--- src/rtl/chop_ctrl.sv ---
module chop_ctrl #(
  parameter int DIV   = 17,
  parameter int BLANK = 2
) (
  input  logic clk,
  input  logic rst_n,
  input  logic en,
  input  logic phase_cmd,
  input  logic cmp_trip,
  output logic gate
);
  localparam int CW = $clog2(DIV);
  localparam int BW = $clog2(BLANK + 2);

  logic [CW-1:0] cnt;
  logic [BW-1:0] blk;
  logic          cmp_s1, cmp_s2;
  logic          lat;
  logic          start, trip;

  assign start = (cnt == CW'(DIV - 1));
  assign trip  = cmp_s2 && (blk == '0);
  assign gate  = lat & phase_cmd & en;

  always_ff @(posedge clk or negedge rst_n)
    if (!rst_n) cnt <= '0;
    else        cnt <= start ? '0 : cnt + 1'b1;

  always_ff @(posedge clk or negedge rst_n)
    if (!rst_n)          blk <= '0;
    else if (start)      blk <= BW'(BLANK);
    else if (blk != '0)  blk <= blk - 1'b1;

  always_ff @(posedge clk or negedge rst_n)
    if (!rst_n) begin
      cmp_s1 <= 1'b0;
      cmp_s2 <= 1'b0;
    end else begin
      cmp_s1 <= cmp_trip;
      cmp_s2 <= cmp_s1;
    end

  always_ff @(posedge clk or negedge rst_n)
    if (!rst_n)          lat <= 1'b0;
    else if (!phase_cmd) lat <= 1'b0;
    else if (start)      lat <= 1'b1;
    else if (trip)       lat <= 1'b0;

  p_cnt_range_r1: assert property (@(posedge clk) disable iff (!rst_n)
    cnt < CW'(DIV));

  p_set_at_start_r2: assert property (@(posedge clk) disable iff (!rst_n)
    $rose(lat) |-> cnt == '0);

  p_no_rearm_r4: assert property (@(posedge clk) disable iff (!rst_n)
    (!lat && !start) |=> !lat);

  p_blank_hold_r5: assert property (@(posedge clk) disable iff (!rst_n)
    (lat && blk != '0 && phase_cmd) |=> lat);

  p_trip_clears_r7: assert property (@(posedge clk) disable iff (!rst_n)
    (cmp_s2 && blk == '0 && !start) |=> !lat);

  p_phase_low_r8: assert property (@(posedge clk) disable iff (!rst_n)
    !phase_cmd |=> !lat);

  p_set_wins_r9: assert property (@(posedge clk) disable iff (!rst_n)
    (start && phase_cmd) |=> lat);
endmodule

--- config.mk ---
export PLATFORM = sky130hd
export DESIGN_NAME = chop_ctrl
export DESIGN_NICKNAME = d
export VERILOG_FILES = /design/src/rtl/chop_ctrl.sv
export SDC_FILE = /design/constraint.sdc
export NUM_CORES = 1
export LEC_CHECK = 0
export CAP_MARGIN = 10
export CORE_AREA = 2 2 39 41
export DETAILED_ROUTE_END_ITERATION = 10
export DIE_AREA = 0 0 41 43
export DONT_BUFFER_PORTS = 1
export GPL_TIMING_DRIVEN = 0
export HOLD_SLACK_MARGIN = 0.1
export PLACE_DENSITY_LB_ADDON = 0.3
export SLEW_MARGIN = 20
export SYNTH_ARGS = -nofsm -noshare
export SYNTH_HDL_FRONTEND = slang
export SYNTH_SLANG_ARGS = --single-unit
export TNS_END_PERCENT = 1
--- constraint.sdc ---
create_clock -name clk -period 4 [get_ports clk]
set_clock_uncertainty 0.15 [all_clocks]
set_input_delay 0.8 -clock clk [delete_from_list [all_inputs] [get_ports clk]]
set_output_delay 0.8 -clock clk [all_outputs]
set_load 0.01 [all_outputs]
; After elaboration in Yosys (flattened, before gate mapping)
; Index checks and enable logic that the tools add are counted.
[classes]
reduce_logical = 4
eq_ne = 2
bitwise = 2
n_mux = 6
n_addsub = 2
[ops]
columns = operator, count
row1 = $add 5x1->5 const B, 1
row2 = $eq 5x5->1 const B, 1
row3 = $mux 5, 1
row4 = $mux 2, 2
row5 = $reduce_bool 2->1, 2
row6 = $mux 1, 3
row7 = $ne 3x1->1 const B, 1
row8 = $and 1x1->1, 2
row9 = $logic_not 2->1, 1
row10 = $sub 2x1->2 const B, 1
row11 = $logic_and 1x1->1, 1
[totals]
regBits = 10
input_bits = 5
word_cells = 21

; Longest topological paths before layout
; Gate-level depths: netlist of run 1.
[depth]
word_depth = 5
ltp_mapped = 5

; Worst setup path before layout of run 1
; Ideal clock, no wire load.
[synth_path]
path_kind = input-to-output
start = input en
end = output gate
setup_slack_ns = 2.060
required_ns = 3.050
cell_stages = 1
t_arrival_ns = 0.990
path_buffers = 0
path_cell_list = and3_1
[synth_via]
elab_chain_cells = 1
[synth_lines]
columns = element, line_no
row1 = from (decl), 7  ; input logic en,
row2 = $and 1x1->1, 23  ; assign gate = lat & phase_cmd & en;
row3 = to (decl), 10  ; output logic gate
; No other way between the ends.

; Worst setup path in the final report of run 1
; Same ends and word-level chain as after synthesis.

==> results of run 1 <==
## final timing paths
kind | from | to | slack, ns | cells past startpoint
max reg2reg | cnt[0] | blk[1] | 2.59 | 4
max in group asynchronous | rst_n | cnt[3] | 2.62 | 1
min | cmp_s1 | cmp_s2 | 0.21 | 0
min in group asynchronous | rst_n | lat | 0.77 | 1
min reg2reg | cmp_s1 | cmp_s2 | 0.21 | 0
max | en | gate | 2.05 | 1
## per-stage QoR
stage / worst slack (ns) / utilization (%) / cells
after floorplan: 2.060 / - / 36
after global placement: 2.052 / 32.19 / 52
after detailed placement: 2.053 / 32.19 / 52
after CTS: 2.053 / 35.53 / 57
after global routing: 2.049 / 35.53 / 57
final: 2.050 / 35.53 / 57
## cell usage after synthesis, drive strengths merged
cell type  instances
dfrtp             10
inv                4
nor2               4
a21oi              3
ha                 3
xnor2              2
a211o              1
and3               1
and4               1
and4bb             1
nand2              1
nand2b             1
nand3              1
nor2b              1
nor3               1
xor2               1
## cells in the final DEF, fill, tap and decap left out
master	instances
clkbuf_8	1
xor2_1	1
clkbuf_4	3
inv_1	4
nand2b_1	1
dlygate4sd3_1	1
and4bb_4	1
ha_1	3
nand2_1	1
dfrtp_1	10
a211o_1	1
xnor2_1	2
nor2_1	4
a21oi_1	3
and3_1	1
nand3_1	1
nor2b_1	1
nor3_1	1
and4_1	1
## final cells by class
cell class	instances	area, um2	area share, %
well taps	16	20.02	4.071
multi-input cells	22	160.2	32.57
repair buffers	1	10.01	2.036
clock buffers	4	36.28	7.379
inverters	4	15.01	3.053
flip-flops and latches	10	250.2	50.89
## kinds of logic (layout without fill, tap and decap cells)
family | count (synthesis) | count (layout) | share of synthesized area [%]
AO/OA/AOI/OAI | 4 | 4 | 5.588
XOR/XNOR | 3 | 3 | 6.178
adder cells (fa/ha/maj) | 3 | 3 | 8.824
buffers and inverters | 4 | 9 | 3.528
flip-flops | 10 | 10 | 58.82
AND/OR/NAND/NOR | 12 | 12 | 17.06
## what timing repair did
item,4_1_cts,5_1_grt
hold endpoints to repair,10,0
hold buffers,1,0
setup endpoints to repair,0,0
## report_power, final
part	total (mW)	switching, mW	internal (mW)
Sequential	0.102	0.000283	0.102
Clock	0.0887	0.0334	0.0552
Combinational	0.00287	0.00198	0.000889
Total	0.194	0.0357	0.158
## layer usage
metal	GRT usage [%]	up-vias
met1	12.59	137
met5	0	-
li1	-	130
met4	10.00	0
met3	1.571	0
met2	15.31	2
## flip-flops by register name, indices dropped and copies added, names as in the netlist
signal	flops
cmp_s1	1
lat	1
blk	2
cmp_s2	1
cnt	5
==> key figures, run 1 <==
Drt
  – Met1 wire length: 274 um
  – Top sig layer: met3
  – Drt wl/cell: 12.32 um
  – DRT iter0 DRCs: 1
  – Final WL: 702 um
  – Vias post-DR: 269
  – DRC viols: 0
  – Antenna Nets Post-Route: 0
  – Vias/cell: 4.719
  – Met3 routed WL: 17 um
  – Met2 wire len: 409 um
  – DR pass1 iterations: 2

Synthesis
  – Post-Synthesis Cells: 36
  – Area share of the largest cell type after synthesis: 58.82%
  – Area leader, netlist: dfrtp_1
  – Syn avg cell area: 11.82 um2
  – Net Count, Synth: 44
  – Area contributors post-synth: dfrtp_1 (59%), ha_1 (8.8%), xnor2_1 (4.1%)
  – Yosys cell types: 16
  – Syn. warnings: 0
  – Cell area after synthesis: 425.4 um2
  – Seq/Total Area, Yosys: 58.82%
  – #FFs+latches synth: 10

Floorplanning
  – Die Span Y: 43 um
  – Ports: 6
  – Starting Density: 30.74%
  – CORE AREA: 0.001384 mm2
  – Die Span X: 41 um
  – Total die area: 0.001763 mm2
  – Row cnt: 14

Global routing
  – First-pass GRT wire length: 1.193 mm
  – Largest net degree at the start of global routing: 11
  – Initial antenna violation count: 0
  – Vias in the first global route: 292
  – Total GRT Usage: 10.62%
  – GR Overflow Total: 0

Job
  – Max_cap viols: 0

Clock network
  – H-tree depth: 1
  – Post-cts repair resize count: 0
  – CTS tree: yes
  – Post-CTS Setup Repair Bufs: 0
  – Worst skew pair latency: 0.26 ns
  – CTS Buf Count: 3
  – CTS sink count: 10
  – Root Driver: clkbuf_4
  – Clock Tree Buf Depth: 2
  – Clock transition at path regs: 0.06 ns

Power and ir drop
  – Leak pwr: 0.2587 nW
  – Overall power: 0.1939 mW
  – PD cells: 394.4 mW/mm2
  – Max VDD drop: 136.0 uV

STA
  – TNS Setup: 0 ns
  – Setup-failing EPs final: 0
  – Final min period: 1.950 ns
  – Final Cycle Share: 48.76%
  – Worst hold slack: 0.2084 ns
  – Maximum clock frequency: 512.7 MHz
  – Hold Fails Final Rpt: 0
  – Fin. max-slew vios: 0
  – Rel. slew slack: 69.84%
  – RSZ-0062 raised after global routing: false
  – Worst Tran Pin Value: 0.4509 ns

Critical path
  – CP Capture Type: primary output
  – Crit path max-delay family: simple AND/OR/NAND/NOR gates
  – Arr. time, crit path: 1.00 ns
  – CP max FO: 1
  – Worst Path Buf+Inv: 0
  – Setup CP Type: in2out
  – Crit path required time: 3.05 ns
  – Critical path's slowest cell: and3_1
  – CP Cell Sequence: and3_1
  – Critical Path Start Type: primary input
  – Critical Path Max Stage Delay: 0.20 ns

Finish
  – Fillers: 141
  – # nets final: 50
  – ANT cells: 0
  – P&R area growth vs syn: 15.59%
  – Layout cells sized above 1: 12.20%
  – Final Cell Area: 491.7 um2

Worst hold path
  – Worst hold path type: reg2reg

Place
  – Input/output buffers: 0
  – Final Wtd Congestion: 0.6784
  – Area after DPL: 445.4 um2
  – Final HPWL DP: 509.3 um

Outcome
  – Status: finished clean
Note: power is estimated with default switching activity, not from simulation.
==> run 2: changes to the inputs <==
==> constraint.sdc (replaced) <==
create_clock -name clk -period 1.9 [get_ports clk]
set_clock_uncertainty 0.15 [all_clocks]
set_input_delay 0.38 -clock clk [delete_from_list [all_inputs] [get_ports clk]]
set_output_delay 0.38 -clock clk [all_outputs]
set_load 0.01 [all_outputs]
==> run 2 against run 1 <==
Sequential share of layout area decreased by 2.0 points. Final cell count increased by 3.5%. Routed wire length increased by 1.4%. Total power increased by 110%. Hold slack improved by 0.00051 ns. Count of clock-buffer cells in the layout unchanged. Clock power increased by 110%. Global-route usage unchanged. Core utilization increased by 1.4 points. First-iteration DRC count increased by 100%. Via count increased by 3.7%. Critical path type is now reg2reg. Largest cell class unchanged. Highest routed layer unchanged.
==> key figures, run 2 (same netlist as run 1, synthesis figures left out) <==
STA
  – TNS Setup: 0 ns (unchanged)
  – Fin. max-slew vios: 0 (unchanged)
  – Final min period: 1.404 ns
  – Hold Fails Final Rpt: 0 (unchanged)
  – Final Cycle Share: 73.89%
  – Setup-failing EPs final: 0 (unchanged)
  – RSZ-0062 raised after global routing: false
  – Maximum clock frequency: 712.3 MHz
  – Rel. slew slack: 69.92% (+0.073 points)
  – Worst Tran Pin Value: 0.4498 ns (-0.001097 ns)

Drt
  – DRT iter0 DRCs: 2 (+1)
  – DRC viols: 0 (unchanged)
  – Drt wl/cell: 12.07 um (-2.0%)
  – Final WL: 712 um (+1.4%)
  – Vias/cell: 4.729 (+0.20%)
  – DR pass1 iterations: 4 (+2)
  – Antenna Nets Post-Route: 0 (unchanged)
  – Vias post-DR: 279 (+3.7%)

Finish
  – Final Non-Filler Cells: 59 (+3.5%)
  – # nets final: 52 (+4.0%)
  – Layout cells sized above 1: 11.63% (-0.57 points)
  – Largest registers: cnt x5, blk x2
  – Commonest non-fill, non-tap cell in the layout: dfrtp_1
  – Final Cell Area: 511.7 um2 (+4.1%)
  – Most frequent cells in the layout: dfrtp_1 (10), inv_1 (4), nor2_1 (4)
  – Fillers: 140 (-0.71%)
  – Max reg flops: 5 (unchanged)
  – Register with the most flip-flops: cnt
  – P&R area growth vs syn: 20.29%
  – ANT cells: 0 (unchanged)

Critical path
  – Arr. time, crit path: 1.41 ns (+0.41 ns)
  – CP max FO: 5 (+4)
  – Crit path required time: 1.90 ns (-1.15 ns)
  – Critical Path Max Stage Delay: 0.39 ns (+0.19 ns)
  – Worst R2R End: blk[1]
  – CP Cell Sequence: inv_1 > ha_1 > and4bb_4 > a211o_1
  – R2R Path Start: cnt[0]
  – Setup CP Type: reg2reg
  – Critical Path Start Type: flop
  – FF-to-FF path depth: 4 (unchanged)
  – Flop2flop setup slack: 0.50 ns (-2.09 ns)
  – Critical path's slowest cell: dfrtp_1
  – CP Capture Type: flop

Clock network
  – Clock transition at path regs: 0.07 ns (about the same)
  – Root Driver: clkbuf_4
  – CTS Buf Count: 3 (unchanged)
  – Worst skew pair latency: 0.26 ns (about the same)
  – H-tree depth: 1 (unchanged)
  – CTS sink count: 10 (unchanged)
  – CTS tree: yes
  – Post-cts repair resize count: 0 (unchanged)
  – Clock Tree Buf Depth: 2 (unchanged)

Global routing
  – First-pass GRT wire length: 1.193 mm (unchanged)
  – Vias in the first global route: 292 (unchanged)
  – Initial antenna violation count: 0 (unchanged)
  – Largest net degree at the start of global routing: 11 (unchanged)
  – GR Overflow Total: 0 (unchanged)
  – Total GRT Usage: 10.62% (unchanged)

Floorplanning
  – CORE AREA: 0.001384 mm2 (unchanged)
  – Total die area: 0.001763 mm2 (unchanged)
  – Die Span Y: 43 um (unchanged)
  – Row cnt: 14 (unchanged)
  – Ports: 6 (unchanged)
  – Starting Density: 30.74% (unchanged)
  – Die Span X: 41 um (unchanged)

Worst hold path
  – Hold Crit Start: cmp_s1
  – Min-Delay Path Depth: 0 (unchanged)
  – Worst hold path type: reg2reg
  – Hold endpoint: cmp_s2

Place
  – Final Wtd Congestion: 0.6784 (unchanged)
  – Area after DPL: 445.4 um2 (unchanged)
  – Final HPWL DP: 509.3 um (unchanged)
  – Cells after DPL: 52 (unchanged)
  – Input/output buffers: 0 (unchanged)

Power and ir drop
  – Max VDD drop: 286.4 uV (+110%)
  – PD cells: 804.4 mW/mm2 (+100%)
  – Leak pwr: 0.2671 nW (+3.2%)

Job
  – Max_cap viols: 0 (unchanged)

Outcome
  – Status: finished clean
==> run 2: changes by cell type in the layout (fill, tap and decap cells not counted), sizes merged <==
cell,change
dlygate4sd3,+2
==> run 2: report_power, final <==
| part | switching (mW) | leakage, nW | internal (mW) | total [mW] |
|---|---|---|---|---|
| Combinational | 0.00461 | 0.129 | 0.00456 | 0.00918 |
| Sequential | 0.000596 | 0.117 | 0.215 | 0.216 |
| Clock | 0.0707 | 0.0210 | 0.116 | 0.187 |
==> run 2: stage by stage <==
stage | power [mW] | hold slack, ns | utilization [%] | setup WS [ns]
global placement | 0.2202 | -0.06535 | 32.19 | 0.5230
floorplan | 0.2201 | -0.06559 | - | 0.5721
global route | 0.4294 | 0.2226 | 36.98 | 0.4341
CTS | 0.4229 | 0.2092 | 36.98 | 0.4957
detailed placement | 0.2204 | -0.06535 | 32.19 | 0.5014
finish | 0.4117 | 0.2089 | 36.98 | 0.4962
==> run 2: worst max path at each step <==
stage / start / end / depth (start not counted)
3_5_place_dp: cnt[0] / blk[1] / 4
2_1_floorplan: cnt[0] / blk[1] / 4
3_3_place_gp: cnt[0] / blk[1] / 4
4_1_cts: cnt[0] / blk[1] / 4
6_report: cnt[0] / blk[1] / 4
5_1_grt: cnt[0] / blk[1] / 4
==> run 2: routing by layer <==
layer | up-vias | GRT usage [%] | routed length [um]
met3 | 0 | 1.571 | 17
met2 | 4 | 15.31 | 421
li1 | 133 | - | -
met4 | 0 | 10.00 | 0
met1 | 142 | 12.59 | 272
met5 | - | 0 | 0
==> run 2: repair_timing <==
item,4_1_cts,5_1_grt
hold endpoints to repair,12,0
buffers inserted,0,0
setup endpoints to repair,0,0
hold buffers,3,0
==> run 2: final cells by class <==
type                       count  area, um2  area share [%]
inverter                       4      15.01           2.934
multi-input combinational     22      160.2           31.30
sequential                    10      250.2           48.90
clock buffer                   4      36.28           7.090
tap                           16      20.02           3.912
timing repair buffer           3      30.03           5.868
==> run 2: critical path, delay by kind of cell (launching register included) <==
family          cells  cell delay [ns]
fa+ha+maj           1             0.22
simple gates        1             0.23
compound gates      1             0.26
buf+inv             1             0.06
flops               1             0.39
==> run 3: changes to the inputs <==
==> constraint.sdc (replaced) <==
create_clock -name clk -period 1.3 [get_ports clk]
set_clock_uncertainty 0.15 [all_clocks]
set_input_delay 0.26 -clock clk [delete_from_list [all_inputs] [get_ports clk]]
set_output_delay 0.26 -clock clk [all_outputs]
set_load 0.01 [all_outputs]
==> run 3 against run 2 <==
Via count is 3.9% higher. Worst setup slack worse by 0.51 ns. Flip-flop and latch count stayed put. Die area stayed put. Routed wire length is 3.9% higher. Critical endpoint unchanged. Sequential power is 46% higher. Hold slack worse by 0.011 ns. The flow now finishes with violations (negative setup slack). Sequential share of layout area is 0.71 points lower. Fmax is 6.6% higher. Register-to-register slack worse by 0.51 ns. First-iteration DRC count grew to 2.5 times the previous value.
==> key figures, run 3 (same netlist as run 1, synthesis figures left out) <==
Outcome
  – Status: complete, but fails checks
  – Failing checks: negative setup slack

Power and ir drop
  – Leak pwr: 0.2563 nW (-4.0%)
  – PD cells: 1038 mW/mm2 (+29%)
  – Max VDD drop: 429.1 uV (+50%)
  – Overall power: 0.5388 mW (+31%)

Clock network
  – Worst skew pair latency: 0.27 ns (about the same)
  – Clock transition at path regs: 0.06 ns (about the same)
  – CTS tree: yes
  – Root Driver: clkbuf_4
  – CTS Buf Count: 3 (unchanged)
  – H-tree depth: 1 (unchanged)
  – CTS sink count: 10 (unchanged)
  – Clock Tree Buf Depth: 2 (unchanged)

STA
  – Worst Tran Pin Value: 0.4682 ns (+0.01844 ns)
  – Worst hold slack: 0.1980 ns (-0.01093 ns)
  – Final Cycle Share: 101.3% (+27 points)
  – Setup-failing EPs final: 1 (+1)
  – RSZ-0062 raised after global routing: true
  – Rel. slew slack: 68.68% (-1.2 points)
  – Maximum clock frequency: 759.1 MHz (+6.6%)
  – Post-route worst setup slack: -0.01737 ns (-0.5135 ns)
  – Fin. max-slew vios: 0 (unchanged)
  – Final min period: 1.317 ns (-0.08646 ns)
  – TNS Setup: -0.01737 ns (-0.01737 ns)
  – Hold Fails Final Rpt: 0 (unchanged)

Critical path
  – CP Capture Type: flop
  – Critical Path Start Type: flop
  – CP max FO: 5 (unchanged)
  – Arr. time, crit path: 1.32 ns (-0.09 ns)
  – Worst R2R End: blk[1]
  – Setup CP Type: reg2reg
  – Flop2flop setup slack: -0.02 ns (-0.51 ns)
  – R2R Path Start: cnt[0]
  – Crit path required time: 1.30 ns (-0.60 ns)
  – FF-to-FF path depth: 4 (unchanged)

Place
  – Input/output buffers: 0 (unchanged)
  – Final Wtd Congestion: 0.6952 (+2.5%)
  – Final HPWL DP: 547.9 um (+7.6%)
  – Area after DPL: 447.9 um2 (+0.56%)
  – Cells after DPL: 52 (unchanged)
  – Place WS: -0.06592 ns (-0.5673 ns)

Global routing
  – Largest net degree at the start of global routing: 11 (unchanged)
  – GR Overflow Total: 0 (unchanged)
  – First-pass GRT wire length: 1.352 mm (+13%)
  – Met2 usage in global routing: 16.88% (+1.6 points)
  – Grt met3 use: 4.712% (+3.1 points)
  – Vias in the first global route: 286 (-2.1%)
  – Met1 Track Usage GR: 14.19% (+1.6 points)
  – GR peak layer: met2
  – Total GRT Usage: 12.54% (+1.9 points)
  – Initial antenna violation count: 0 (unchanged)

Finish
  – P&R area growth vs syn: 22.06%
  – Register with the most flip-flops: cnt
  – Max reg flops: 5 (unchanged)
  – ANT cells: 0 (unchanged)
  – Final Non-Filler Cells: 58 (-1.7%)
  – Fillers: 149 (+6.4%)
  – Final Cell Area: 519.2 um2 (+1.5%)
  – Layout cells sized above 1: 19.05% (+7.4 points)
  – Commonest non-fill, non-tap cell in the layout: dfrtp_1
  – Largest registers: cnt x5, blk x2
  – # nets final: 52 (unchanged)
  – Most frequent cells in the layout: dfrtp_1 (10), nor2_1 (4), inv_1 (3), clkbuf_4 (3), dlygate4sd3_1 (3)
  – Final core occ: 37.52% (+0.54 points)

Floorplanning
  – CORE AREA: 0.001384 mm2 (unchanged)
  – Starting Density: 30.74% (unchanged)
  – Total die area: 0.001763 mm2 (unchanged)
  – Ports: 6 (unchanged)
  – Row cnt: 14 (unchanged)
  – Die Span X: 41 um (unchanged)
  – Die Span Y: 43 um (unchanged)

Drt
  – Vias/cell: 5.000 (+5.7%)
  – Vias post-DR: 290 (+3.9%)
  – Drt wl/cell: 12.76 um (+5.7%)
  – DR pass1 iterations: 2 (-2)
  – Final WL: 740 um (+3.9%)
  – Antenna Nets Post-Route: 0 (unchanged)
  – DRC viols: 0 (unchanged)
  – DRT iter0 DRCs: 5 (+3)

Worst hold path
  – Hold endpoint: cmp_s2
  – Min-Delay Path Depth: 0 (unchanged)
  – Worst hold path type: reg2reg
  – Hold Crit Start: cmp_s1

Job
  – Max_cap viols: 0 (unchanged)
-- run 3: worst max path at each step --
stage | startpoint | end | slack [ns] | cells after the start
2_1_floorplan | cnt[0] | blk[1] | 0.008 | 4
3_3_place_gp | cnt[0] | blk[1] | -0.04 | 4
3_5_place_dp | cnt[0] | blk[1] | -0.07 | 4
4_1_cts | cnt[0] | blk[1] | -0.04 | 4
5_1_grt | cnt[0] | cnt[4] | -0.09 | 3
6_report | cnt[0] | blk[1] | -0.02 | 4
-- run 3: worst max-delay path: stages, from the launching register on --
cell	delay, ns
dfrtp_1	0.40
inv_2	0.06
ha_4	0.16
and4bb_4	0.21
a211o_1	0.22
-- run 3: cell type report --
cell class                      count  area [um2]  share of cell area (%)
Tap cell                           16       20.02                   3.855
Clock buffer                        3       22.52                   4.337
Timing Repair Buffer                3       30.03                   5.783
Inverter                            4       15.01                   2.892
Multi-Input combinational cell     22       181.4                   34.94
Sequential cell                    10       250.2                   48.19
-- run 3: per-layer routing --
metal / vias to the layer above / part of all wire [%] / wire length [um]
li1: 134 / - / -
met1: 148 / 41 / 301
met2: 5 / 52 / 388
met3: 3 / 2.4 / 18
met4: 0 / 4.2 / 31
met5: - / 0 / 0
-- run 3: power breakdown --
| part | total, mW | switching, mW | internal, mW | leakage [nW] |
|---|---|---|---|---|
| registers | 0.315 | 0.000817 | 0.314 | 0.117 |
| clock network | 0.210 | 0.103 | 0.107 | 0.0138 |
| logic | 0.0140 | 0.00730 | 0.00667 | 0.126 |
| total | 0.539 | 0.111 | 0.428 | 0.256 |
-- run 3: timing repair --
| item | 4_1_cts | 5_1_grt |
|---|---|---|
| endpoints found under the setup margin | 3 | 6 |
| setup buffers | 0 | 0 |
| resized for setup | 1 | 3 |
| hold buffers | 3 | 0 |
| pin swaps | 1 | 0 |
| hold endpoints to repair | 12 | 0 |
